$ cat config.mk
export PLATFORM = sky130hd
export DESIGN_NAME = pidle_resolver
export DESIGN_NICKNAME = d
export VERILOG_FILES = /design/src/rtl/pidle_pkg.sv /design/src/rtl/pidle_min.sv /design/src/rtl/pidle_policy.sv /design/src/rtl/pidle_resolver.sv
export SDC_FILE = /design/constraint.sdc
export NUM_CORES = 1
export LEC_CHECK = 0
export ABC_AREA = 1
export BUFFER_PORTS_ARGS = -buffer_cell sky130_fd_sc_hd__buf_2
export CORE_MARGIN = 2
export CORE_UTILIZATION = 40
export DETAILED_ROUTE_END_ITERATION = 6
export PLACE_DENSITY = 0.63
export SLEW_MARGIN = 20
export SYNTH_ARGS = -nofsm -noshare
export SYNTH_HDL_FRONTEND = slang
export SYNTH_SLANG_ARGS = --single-unit
$ cat constraint.sdc
create_clock -name clk -period 2.8 [get_ports clk]
set_input_delay 0.56 -clock clk [delete_from_list [all_inputs] [get_ports clk]]
set_output_delay 0.56 -clock clk [all_outputs]
set_load 0.02 [all_outputs]
$ cat src/rtl/pidle_pkg.sv
package pidle_pkg;
  localparam int CODE_W = 3;
  typedef enum logic [CODE_W-1:0] {
    PS_C0  = 3'd0,
    PS_C1  = 3'd1,
    PS_C1E = 3'd2,
    PS_C3  = 3'd3,
    PS_C6  = 3'd4
  } cstate_e;
endpackage

$ cat src/rtl/pidle_min.sv
// Shallowest request across all cores; out-of-range codes clamp to C6.
module pidle_min
  import pidle_pkg::*;
#(
  parameter int NUM_CORES = 4
) (
  input  logic [NUM_CORES*CODE_W-1:0] req_i,
  output logic [CODE_W-1:0]           min_o
);
  logic [CODE_W-1:0] chain [NUM_CORES+1];

  assign chain[0] = PS_C6;

  for (genvar i = 0; i < NUM_CORES; i++) begin : g_core
    logic [CODE_W-1:0] raw;
    logic [CODE_W-1:0] clamped;
    assign raw     = req_i[i*CODE_W +: CODE_W];
    assign clamped = (raw > PS_C6) ? PS_C6 : raw;
    assign chain[i+1] = (clamped < chain[i]) ? clamped : chain[i];
  end

  assign min_o = chain[NUM_CORES];
endmodule

$ cat src/rtl/pidle_policy.sv
// Next-state decision from the shallowest request and the grant handshake.
module pidle_policy
  import pidle_pkg::*;
(
  input  logic [CODE_W-1:0] min_i,
  input  logic              perm_q_i,
  input  logic              grant_i,
  output logic [CODE_W-1:0] next_state_o,
  output logic              next_perm_o
);
  logic deep;
  assign deep = (min_i >= PS_C3);

  always_comb begin
    next_perm_o  = deep;
    next_state_o = PS_C0;
    if (min_i == PS_C1E) begin
      next_state_o = PS_C1E;
    end else if (deep && perm_q_i && grant_i) begin
      next_state_o = min_i;
    end
  end
endmodule

$ cat src/rtl/pidle_resolver.sv
module pidle_resolver
  import pidle_pkg::*;
#(
  parameter int NUM_CORES = 4
) (
  input  logic                        clk,
  input  logic                        rst_n,
  input  logic [NUM_CORES*CODE_W-1:0] core_req_i,
  input  logic                        grant_i,
  output logic [CODE_W-1:0]           pkg_state_o,
  output logic                        change_o,
  output logic                        perm_req_o
);
  logic [CODE_W-1:0] min_req;
  logic [CODE_W-1:0] state_q, state_d;
  logic              perm_q, perm_d;
  logic              chg_q, chg_d;

  pidle_min #(.NUM_CORES(NUM_CORES)) u_min (
    .req_i (core_req_i),
    .min_o (min_req)
  );

  pidle_policy u_pol (
    .min_i        (min_req),
    .perm_q_i     (perm_q),
    .grant_i      (grant_i),
    .next_state_o (state_d),
    .next_perm_o  (perm_d)
  );

  always_comb begin
    chg_d = (state_d != state_q);
  end

  always_ff @(posedge clk or negedge rst_n) begin
    if (!rst_n) begin
      state_q <= PS_C0;
      perm_q  <= 1'b0;
      chg_q   <= 1'b0;
    end else begin
      state_q <= state_d;
      perm_q  <= perm_d;
      chg_q   <= chg_d;
    end
  end

  assign pkg_state_o = state_q;
  assign perm_req_o  = perm_q;
  assign change_o    = chg_q;
endmodule

; ---- After elaboration in Yosys (flattened, before gate mapping)
; Cells that the tools add are included.
; Widths: inputs -> output; s select.
[op_classes]
order_cmp = 9
n_eq_ne = 2
n_mux = 10
n_reduce_logical = 2
[ops]
columns = op, n
row1 = $mux 3, 10
row2 = $gt 3x3->1 const B, 4
row3 = $lt 3x3->1, 3
row4 = $eq 3x2->1 const B, 1
row5 = $ge 3x2->1 const B, 1
row6 = $lt 3x3->1 const B, 1
row7 = $ne 3x3->1, 1
row8 = $logic_and 1x1->1, 2
[word_totals]
regBits = 5
out_inout_bits = 5

; ---- Depth between registers and ports, before layout
; Gate-level depths: netlist of the first run.
[logic_depth]
ltp_word = 16
mapped_depth = 33
ltp_nobuf = 33

; ---- Hierarchy
; From an unflattened synthesis of the first run, not the netlist that was laid out.
[unflattened]
cells_unflattened = 96
area_unflattened_um2 = 598.1
[modules_own_cells]
columns = module, instances, cells_each, area_each_um2
row1 = pidle_min, 1, 69, 377.9
row2 = pidle_resolver, 1, 17, 176.4
row3 = pidle_policy, 1, 10, 43.8

; ---- Worst setup path after synthesis of the first run
; Ideal clock, no wire load.
[synth_timing]
path_type = input to register
from = in core_req_i[3]
to = reg chg_q (netlist: change_o)
setup_time_ns = 0.119
arrival_time_ns = 3.311
t_required_ns = 2.681
path_slack_ns = -0.630
stages = 32
path_cell_list = o21ai_2 -> nand2_1 -> inv_1 -> ha_1 -> nand2_1 -> inv_1 -> nand2_2 -> nand2_2 -> nand2_1 -> o21a_1 -> inv_1 -> ha_1 -> inv_1 -> nor2_1 -> nand2_2 -> nand2_2 -> o21ai_0 -> inv_1 -> ha_1 -> inv_1 -> nor2_1 -> nand2_2 -> nand2_2 -> nand2_1 -> nand2_2 -> nand3_2 -> nand2_2 -> nand3_1 -> nand2_1 -> nand2_1 -> nor2_1 -> nand2_1
[synth_via]
elab_chain_cells = 14
[synth_lines]
columns = element, line
row1 = start: declaration, pidle_resolver.sv:8  ; input logic [NUM_CORES*CODE_W-1:0] core_req_i,
row2 = $gt 3x3->1, pidle_min.sv:18  ; assign clamped = (raw > PS_C6) ? PS_C6 : raw;
row3 = $mux 3 (*), pidle_min.sv:18
row4 = $lt 3x3->1, pidle_min.sv:19  ; assign chain[i+1] = (clamped < chain[i]) ? clamped : chain[i];
row5 = $mux 3 (*), pidle_min.sv:19
row6 = $lt 3x3->1, pidle_min.sv:19
row7 = $mux 3 (*), pidle_min.sv:19
row8 = $lt 3x3->1, pidle_min.sv:19
row9 = $mux 3 (*), pidle_min.sv:19
row10 = $ge 3x2->1 (*), pidle_policy.sv:12  ; assign deep = (min_i >= PS_C3);
row11 = named net perm_d, pidle_resolver.sv:16  ; logic perm_q, perm_d;
row12 = $logic_and 1x1->1 (*) (2 in series), pidle_policy.sv:19  ; end else if (deep && perm_q_i && grant_i) begin
row13 = $mux 3 (*), pidle_policy.sv:19
row14 = $mux 3 (*), pidle_policy.sv:17  ; if (min_i == PS_C1E) begin
row15 = $ne 3x3->1 (*), pidle_resolver.sv:33  ; chg_d = (state_d != state_q);
row16 = named net chg_d, pidle_resolver.sv:17  ; logic chg_q, chg_d;
row17 = end signal: assignment, pidle_resolver.sv:44  ; chg_q <= chg_d;
row18 = end: declaration, pidle_resolver.sv:17
; Mark *: on every way through the listed nets, which the timed path passes. The rest lies on a longest branch.

; ---- Worst setup path after layout of the first run
; Ends and elaborated chain as after synthesis.

==> summary.txt, run 1 <==
Setup path
  • Critical Path Source Type: input port
  • Worst stage delay on the critical path: 270 ps
  • Arrival time worst endpoint: 3710 ps
  • Critical path peak fanout: 6
  • Critical Path End Type: flip-flop
  • Crit path top cell by count: nand2_2
  • Reg-to-reg slack, setup: 1720 ps
  • Worst EP required: 2960 ps
  • Critical-path top delay cell: ha_1
  • Crit path kind: input port to flip-flop

Yosys
  • Ys Warns: 0
  • Gate Count Post-Synth: 100
  • Syn_nets: 123
  • Synth unique cells: 16
  • Area leader, netlist: dfrtp_1
  • Mapped Avg Cell Area: 6.44 sq um
  • Top cells by area, synth: dfrtp_1 19%, ha_1 16%, nand2_1 13%
  • Register bit total from synthesis: 5
  • Area of the mapped netlist: 644 sq um
  • Yosys top cell area share: 19.4%
  • Register area share after synthesis: 19.4%

Worst hold path
  • HP Class: input port to async pin

Floorplanning
  • I/O Pins: 20
  • Die ar.: 1950 sq um
  • Die W: 44.1 microns
  • Die Height: 44.1 microns
  • Row count: 14
  • Core area: 1510 sq um
  • Starting Density: 42.8%

Clock network
  • Root Driver: clkbuf_4
  • CTS max path bufs: 2
  • Clk_lat worst skew: 270 ps
  • Post-CTS Hold Buffers: 0
  • Clock Sinks: 5
  • H-tree Lvls: 1
  • CTS Buf Count: 3
  • Clk slew on worst S/H paths: 50 ps
  • CTS tree: done

Drt
  • Via count: 814
  • Drt via density: 4.76
  • DRC Markers: 0
  • Antenna Nets Post-Route: 0
  • DR iter-0 viols: 7
  • Pre-antenna DRT Iters: 4
  • Drt total wl: 1930 microns
  • Drt wl/cell: 11.3 microns

Global routing
  • GRT Overall Usage: 21.8%
  • Via count of the first global-routing pass: 781
  • Overflow after GRT: 0
  • Largest net degree at the start of global routing: 7
  • First-pass GRT wire length: 3080 microns
  • Antenna violations before repair: 0

Pwr
  • Worst IR drop on VDD: 0.297 mV
  • PwrDens: 421 nW/um^2
  • Reg power frac: 18.3%
  • Clock network power share: 18.6%
  • P_leak: 0.676 nW
  • Sw frac: 41.7%
  • Internal Power: 0.294 mW
  • Switching pwr: 0.210 mW
  • Logic pwr share: 63.0%

STA
  • Slew margin rel.: 80.7%
  • Hold Fails Final Rpt: 0
  • Setup ws final: -752 ps
  • F_max: 0.282 GHz
  • Slew Limit Fails: 0
  • Min Hold Slack: 91.8 ps
  • Slew @ Worst Pin: 289 ps
  • Fin crit period: 3550 ps
  • Final period util: 127%
  • RSZ-0062 raised after global routing: yes
  • Setup-failing EPs final: 5
  • Skew final: 12.9 ps

Placement
  • Final Wtd Congestion: 0.792
  • Post-Place Cells: 153
  • HPWL after DPL: 1170 microns
  • Pre-CTS WS: -1040 ps
  • IO Port Bufs: 19

Final layout
  • Area Overhead vs Synth: 85.2%
  • Antenna diode count: 0
  • Share of cells above drive strength 1: 61.3%
  • Final Non-Filler Cells: 171
  • Fin nets: 179

Status
  • Status: finished with violations
  • Violated checks: setup timing

Flow run
  • Max-cap viol count: 0
-- registers in the layout, indices dropped and copies added, names as in the netlist --
name,cells
pkg_state_o,3
perm_req_o,1
change_o,1
-- power by group through the flow --
stage / combinational [mW] / sequential (mW) / clock, mW
6_report: 0.317 / 0.0923 / 0.0937
5_1_grt: 0.346 / 0.0947 / 0.101
4_1_cts: 0.274 / 0.0925 / 0.0906
3_5_place_dp: 0.221 / 0.0936 / 0
3_3_place_gp: 0.217 / 0.0928 / 0
2_1_floorplan: 0.116 / 0.113 / 0
-- stage by stage --
stage | utilization, % | TNS, ps | power [mW] | cell area (sq um)
3_3_place_gp | 60.5 | -4000 | 0.309 | 911
5_1_grt | 79.2 | -4290 | 0.542 | 1190
3_5_place_dp | 60.5 | -4260 | 0.314 | 911
2_1_floorplan | - | -2080 | 0.229 | 653
4_1_cts | 72.9 | -2880 | 0.457 | 1100
6_report | 79.2 | -3250 | 0.503 | 1190
-- layout by cell type, fill, tap and decap left out, drive strengths merged --
master,n
buf,53
nand2,35
inv,21
nand3,9
ha,8
dfrtp,5
nor2,5
o21ai,5
clkbuf,4
nand4,3
a21oi,3
nand3b,2
o21a,1
and2,1
-- cell usage after synthesis --
cell,number
and2_2,1
nand3b_1,2
nand3_2,3
o21ai_0,4
dfrtp_1,5
nand3_1,6
nor2_1,5
o21ai_2,1
nand2_2,12
nand4_1,3
ha_1,8
inv_1,21
nand2_1,23
clkbuf_1,2
a21oi_1,3
o21a_1,1
-- per-layer routing --
layer	global-route usage, %	share of wire (%)	up-vias
met4	3.64	1.0	0
met2	41.5	59	21
met1	23.3	35	369
met3	7.35	5.0	2
met5	0	0	-
li1	-	-	422
-- final timing paths --
path,startpoint,to,cells past startpoint
worst max-delay path,core_req_i[3],change_o,33
min in group clk,pkg_state_o[1],change_o,3
max in group asynchronous,rst_n,pkg_state_o[1],1
worst max register to register,perm_req_o,change_o,7
worst min register to register,pkg_state_o[1],change_o,3
worst min-delay path,rst_n,perm_req_o,1
-- final cells by class --
cell class              instances  area, sq um
inverters                      21         78.8
clock buffers                   4         26.3
flip-flops and latches          5          125
well taps                      16         20.0
multi-input cells              72          562
fillers                       100          313
repair buffers                 53          382
-- timing repair --
item                                    4_1_cts  5_1_grt
setup buffers                                14        1
resized for setup                            16       21
pin swaps                                    21       12
endpoints found under the setup margin        5        5
-- worst max-delay path: cells and delay by family --
kind / cells / cell delay (ps)
compound gates: 3 / 470
simple gates: 19 / 1460
fa+ha+maj: 3 / 680
buf+inv: 8 / 540
-- logic make-up (layout without fill, tap and decap cells) --
| logic type | after synthesis | count (layout) | share of synthesized area, % |
|---|---|---|---|
| fa+ha+maj | 8 | 8 | 15.5 |
| compound gates | 9 | 9 | 7.96 |
| flops | 5 | 5 | 19.4 |
| buf+inv | 23 | 78 | 13.4 |
| simple gates | 55 | 55 | 43.7 |
No activity file was read; power rests on OpenSTA's default activity.
==> run 2: changes to the inputs <==
Settings changed: SKIP_CTS_REPAIR_TIMING from default to 1.
==> run 2 against run 1 <==
Net effect:
- the flow still finishes with violations (setup timing)
- cell count down 4.7%
- non-clock buffer count down 8
- via count down 7.0%
- total power down 12%
- clock skew down 7.4 ps
- count of clock-buffer cells in the layout unchanged
- fmax up 0.53%
- critical path depth up 1
- routed wire length down 20%
- register-to-register slack better by 60 ps
- highest routed layer unchanged
==> summary.txt, run 2 (synthesized netlist as in run 1, its figures left out) <==
Drt
  • Pre-antenna DRT Iters: 3 (was 4)
  • Drt wl/cell: 9.50 microns (was 11.3 microns)
  • Drt via density: 4.64 (was 4.76)
  • Drt total wl: 1550 microns (was 1930 microns)
  • DRC Markers: 0 (unchanged)
  • Via count: 757 (was 814)
  • Antenna Nets Post-Route: 0 (unchanged)
  • DR iter-0 viols: 3 (was 7)

Placement
  • HPWL after DPL: 1170 microns (unchanged)
  • Final Wtd Congestion: 0.792 (unchanged)
  • IO Port Bufs: 19 (unchanged)

Final layout
  • # fillers: 135 (was 100)
  • Antenna diode count: 0 (unchanged)
  • Fin nets: 171 (was 179)
  • Share of cells above drive strength 1: 54.4% (was 61.3%)
  • Commonest cells after routing, fill and taps aside: 26 x buf_4, 19 x inv_1, 18 x nand2_1 (was 29 x buf_4, 18 x inv_1, 17 x buf_2)
  • Commonest non-fill, non-tap cell in the layout: buf_4 (unchanged)
  • Flip-flop count of the largest register after layout: 3 (unchanged)
  • Area Overhead vs Synth: 65.2% (was 85.2%)

STA
  • Final period util: 126% (was 127%)
  • RSZ-0062 raised after global routing: yes (unchanged)
  • Slew @ Worst Pin: 248 ps (was 289 ps)
  • Setup-failing EPs final: 5 (unchanged)
  • Fin crit period: 3530 ps (was 3550 ps)
  • Slew margin rel.: 83.4% (was 80.7%)
  • F_max: 0.283 GHz (was 0.282 GHz)
  • Skew final: 5.48 ps (was 12.9 ps)
  • Setup ws final: -733 ps (was -752 ps)
  • Min Hold Slack: 112 ps (was 91.8 ps)
  • Hold Fails Final Rpt: 0 (unchanged)
  • Slew Limit Fails: 0 (unchanged)

Global routing
  • Via count of the first global-routing pass: 650 (was 781)
  • Antenna violations before repair: 0 (unchanged)
  • First-pass GRT wire length: 2420 microns (was 3080 microns)
  • Largest net degree at the start of global routing: 7 (unchanged)
  • Global Route met2 Usage: 27.1% (was 41.5%)
  • Overflow after GRT: 0 (unchanged)
  • Met3 usage: 6.12% (was 7.35%)
  • Grt peak-use layer: met2 (unchanged)
  • Grt met1 use: 20.8% (was 23.3%)
  • GRT Overall Usage: 16.5% (was 21.8%)

Floorplanning
  • Starting Density: 42.8% (unchanged)
  • Core area: 1510 sq um (unchanged)
  • Die ar.: 1950 sq um (unchanged)
  • Die W: 44.1 microns (unchanged)
  • Die Height: 44.1 microns (unchanged)
  • I/O Pins: 20 (unchanged)
  • Row count: 14 (unchanged)

Setup path
  • Critical Path Source Type: input port (unchanged)
  • Critical Path End Type: flip-flop (unchanged)
  • Reg2Reg Launch Point: perm_req_o (unchanged)
  • Crit path kind: input port to flip-flop (unchanged)
  • Critical-path top delay cell: ha_1 (unchanged)
  • Critical path peak fanout: 6 (unchanged)
  • Worst stage delay on the critical path: 270 ps (about the same)
  • CP startpoint: core_req_i[4] (was core_req_i[3])
  • Worst EP required: 2940 ps (was 2960 ps)
  • Arrival time worst endpoint: 3670 ps (was 3710 ps)
  • Crit path top cell by count: nand2_2 (unchanged)

Clock network
  • CTS tree: done (unchanged)
  • Clk_lat worst skew: 250 ps (was 270 ps)
  • H-tree Lvls: 1 (unchanged)
  • Clk slew on worst S/H paths: 40 ps (was 50 ps)
  • Clock Sinks: 5 (unchanged)
  • Root Driver: clkbuf_4 (unchanged)
  • CTS max path bufs: 2 (unchanged)
  • CTS Buf Count: 3 (unchanged)

Pwr
  • Worst IR drop on VDD: 0.274 mV (was 0.297 mV)
  • P_leak: 0.630 nW (was 0.676 nW)
  • PwrDens: 417 nW/um^2 (was 421 nW/um^2)
  • Overall power: 0.444 mW (was 0.503 mW)

Flow run
  • Max-cap viol count: 0 (unchanged)

Status
  • Status: finished with violations (unchanged)
  • Violated checks: setup timing (unchanged)

Worst hold path
  • HP Class: input port to async pin (unchanged)
run 2: per-layer routing:
metal / vias up / routed length, microns
met5: - / 0
met3: 3 / 83
met2: 19 / 810
li1: 406 / -
met1: 329 / 641
met4: 0 / 13
run 2: area by class of cell:
cell class | instances | area [sq um] | share of cell area [%]
repair buffers | 45 | 307 | 28.8
flip-flops and latches | 5 | 125 | 11.8
multi-input cells | 72 | 508 | 47.7
clock buffers | 4 | 26.3 | 2.47
well taps | 16 | 20.0 | 1.88
inverters | 21 | 78.8 | 7.40
run 2: through the flow:
step           utilization, %  setup slack (ps)  cell area (sq um)  TNS, ps  cells
2_1_floorplan               -              -618                653    -2080    100
5_1_grt                  70.7             -1070               1060    -4640    163
4_1_cts                  62.2              -782                937    -3000    157
3_5_place_dp             60.5             -1040                911    -4260    153
3_3_place_gp             60.5              -977                911    -4000    153
6_report                 70.7              -733               1060    -3110    163
run 2: where the power goes:
| group | leakage, nW | switching, mW | internal (mW) |
|---|---|---|---|
| registers | 0.0651 | 0.00531 | 0.0869 |
| clock network | 0.0150 | 0.0319 | 0.0540 |
| logic | 0.550 | 0.143 | 0.123 |
run 2: critical path, delay by kind of cell:
| family | cells | cell delay, ps |
|---|---|---|
| AO/OA/AOI/OAI | 3 | 350 |
| buffers and inverters | 7 | 390 |
| AND/OR/NAND/NOR | 21 | 1620 |
| adder cells (fa/ha/maj) | 3 | 720 |
run 2: path summary, 6_finish.rpt:
path	endpoint	slack, ps	depth (start not counted)
worst min-delay path	change_o	110	1
min in group clk	change_o	530	3
worst max register to register	change_o	1780	7
max in group asynchronous	pkg_state_o[1]	2550	1
worst max-delay path	change_o	-730	34
worst min register to register	change_o	530	3
==> run 3: changes to the inputs <==
Settings changed: CORE_MARGIN 2 to 1.5.
==> run 3 against run 2 <==
Net effect:
- the run still ends with setup timing left
- routed wire length fell by 3.2%
- non-clock buffer count rose by 1
- final area rose by 4.2%
- fmax rose by 2.0%
- clock power fell by 0.6%
- critical path type unchanged
- clock skew barely moved
- cell count rose by 0.61%
- die area fell by 4.5%
- largest power group unchanged
- sequential share of layout area fell by 0.48 points
- largest cell class unchanged
- sequential cell count did not move
- total power rose by 4.0%
- sequential power barely moved
==> summary.txt, run 3 (synthesized netlist as in run 1, its figures left out) <==
Setup path
  • Crit path kind: input port to flip-flop (unchanged)
  • Reg-to-reg slack, setup: 1760 ps (was 1780 ps)
  • Critical-path top delay cell: ha_1 (unchanged)
  • Critical path peak fanout: 6 (unchanged)
  • Crit path top cell by count: nand2_2 (unchanged)
  • Critical Path End Type: flip-flop (unchanged)
  • Critical Path Source Type: input port (unchanged)
  • Reg-to-reg endpoint: change_o (unchanged)
  • Reg2reg path depth: 7 (unchanged)
  • CP startpoint: core_req_i[4] (unchanged)
  • CP bufs+invs: 8 (was 7)
  • Reg2Reg Launch Point: perm_req_o (unchanged)
  • Worst EP required: 2940 ps (about the same)
  • Crit-path leading delay family: simple AND/OR/NAND/NOR gates (unchanged)
  • Worst stage delay on the critical path: 280 ps (was 270 ps)
  • Arrival time worst endpoint: 3600 ps (was 3670 ps)

Drt
  • DR iter-0 viols: 8 (was 3)
  • Antenna Nets Post-Route: 0 (unchanged)
  • Via count: 758 (was 757)
  • Drt total wl: 1500 microns (was 1550 microns)
  • Pre-antenna DRT Iters: 4 (was 3)
  • DRC Markers: 0 (unchanged)
  • Drt wl/cell: 9.14 microns (was 9.50 microns)
  • Drt via density: 4.62 (was 4.64)

STA
  • Slew @ Worst Pin: 241 ps (was 248 ps)
  • Skew final: 5.90 ps (was 5.48 ps)
  • Hold Fails Final Rpt: 0 (unchanged)
  • RSZ-0062 raised after global routing: yes (unchanged)
  • Final period util: 124% (was 126%)
  • Fin crit period: 3460 ps (was 3530 ps)
  • Min Hold Slack: 116 ps (was 112 ps)
  • Setup ws final: -664 ps (was -733 ps)
  • F_max: 0.289 GHz (was 0.283 GHz)
  • Setup-failing EPs final: 5 (unchanged)
  • Final TNS setup: -3010 ps (was -3110 ps)
  • Slew margin rel.: 83.9% (was 83.4%)
  • Slew Limit Fails: 0 (unchanged)

Floorplanning
  • Die ar.: 1860 sq um (was 1950 sq um)
  • Die Height: 43.1 microns (was 44.1 microns)
  • Row count: 14 (unchanged)
  • I/O Pins: 20 (unchanged)
  • Die W: 43.1 microns (was 44.1 microns)
  • Starting Density: 42.8% (unchanged)
  • Core area: 1510 sq um (unchanged)

Worst hold path
  • HP Class: input port to async pin (unchanged)

Final layout
  • # fillers: 119 (was 135)
  • Fin util: 73.7% (was 70.7%)
  • Fin nets: 172 (was 171)
  • Flip-flop count of the largest register after layout: 3 (unchanged)
  • Multi-input gate area: 542 sq um (was 508 sq um)
  • Antenna diode count: 0 (unchanged)
  • Commonest non-fill, non-tap cell in the layout: buf_4 (unchanged)
  • Final Non-Filler Cells: 164 (was 163)
  • Commonest cells after routing, fill and taps aside: 26 x buf_4, 19 x inv_1, 18 x nand2_1 (unchanged)
  • Seq. cell area: 125 sq um (unchanged)
  • Area Overhead vs Synth: 72.2% (was 65.2%)
  • Share of cells above drive strength 1: 55.4% (was 54.4%)

Clock network
  • Clock Sinks: 5 (unchanged)
  • Clk_lat worst skew: 250 ps (about the same)
  • H-tree Lvls: 1 (unchanged)
  • Root Driver: clkbuf_4 (unchanged)
  • CTS max path bufs: 2 (unchanged)
  • Clk slew on worst S/H paths: 50 ps (was 40 ps)
  • CTS Buf Count: 3 (unchanged)
  • CTS tree: done (unchanged)

Pwr
  • Worst IR drop on VDD: 0.323 mV (was 0.274 mV)
  • P_leak: 0.642 nW (was 0.630 nW)
  • PwrDens: 416 nW/um^2 (was 417 nW/um^2)

Status
  • Violated checks: setup timing (unchanged)
  • Status: finished with violations (unchanged)

Placement
  • HPWL after DPL: 1200 microns (was 1170 microns)
  • Post-Place Cells: 154 (was 153)
  • Final Wtd Congestion: 0.804 (was 0.792)
  • IO Port Bufs: 19 (unchanged)

Flow run
  • Max-cap viol count: 0 (unchanged)

Global routing
  • Antenna violations before repair: 0 (unchanged)
  • Via count of the first global-routing pass: 632 (was 650)
  • Overflow after GRT: 0 (unchanged)
  • GRT Overall Usage: 16.0% (was 16.5%)
  • First-pass GRT wire length: 2240 microns (was 2420 microns)
  • Largest net degree at the start of global routing: 7 (unchanged)
## run 3: cell count changes in the layout (fill, tap and decap cells not counted), sizes merged
cell  delta
buf      +1
## run 3: through the flow
step | worst slack, ps | instance area, sq um | power, mW
floorplan | -618 | 653 | 0.229
global placement | -949 | 918 | 0.314
detailed placement | -1010 | 918 | 0.321
CTS | -768 | 945 | 0.406
global route | -899 | 1110 | 0.496
finish | -664 | 1110 | 0.462
## run 3: worst max path at each step
stage | endpoint | cells after the start
floorplan | change_o | 33
global placement | change_o | 34
detailed placement | change_o | 34
CTS | change_o | 34
global route | change_o | 34
finish | change_o | 34
## run 3: final cells by class
type                    count  area share [%]
clock buffers               4            2.37
inverters                  21            7.10
multi-input cells          72            48.8
flip-flops and latches      5            11.3
well taps                  16            1.80
repair buffers             46            28.6
## run 3: report_power, final
part           internal [mW]  total, mW  switching, mW
Sequential            0.0869     0.0919        0.00506
Combinational          0.133      0.285          0.151
Clock                 0.0540     0.0855         0.0315
## run 3: metal layers
layer	track usage (%)	share of wire [%]	vias to the layer above
met5	0	0	-
met4	4.85	0.73	0
met3	7.66	7.0	4
met2	27.5	48	22
met1	17.0	44	325
li1	-	-	407
## run 3: worst reg2reg max path: cells and delay by family (launching register included)
family / cells / cell delay, ps
buf+inv: 1 / 190
simple gates: 6 / 410
flops: 1 / 330
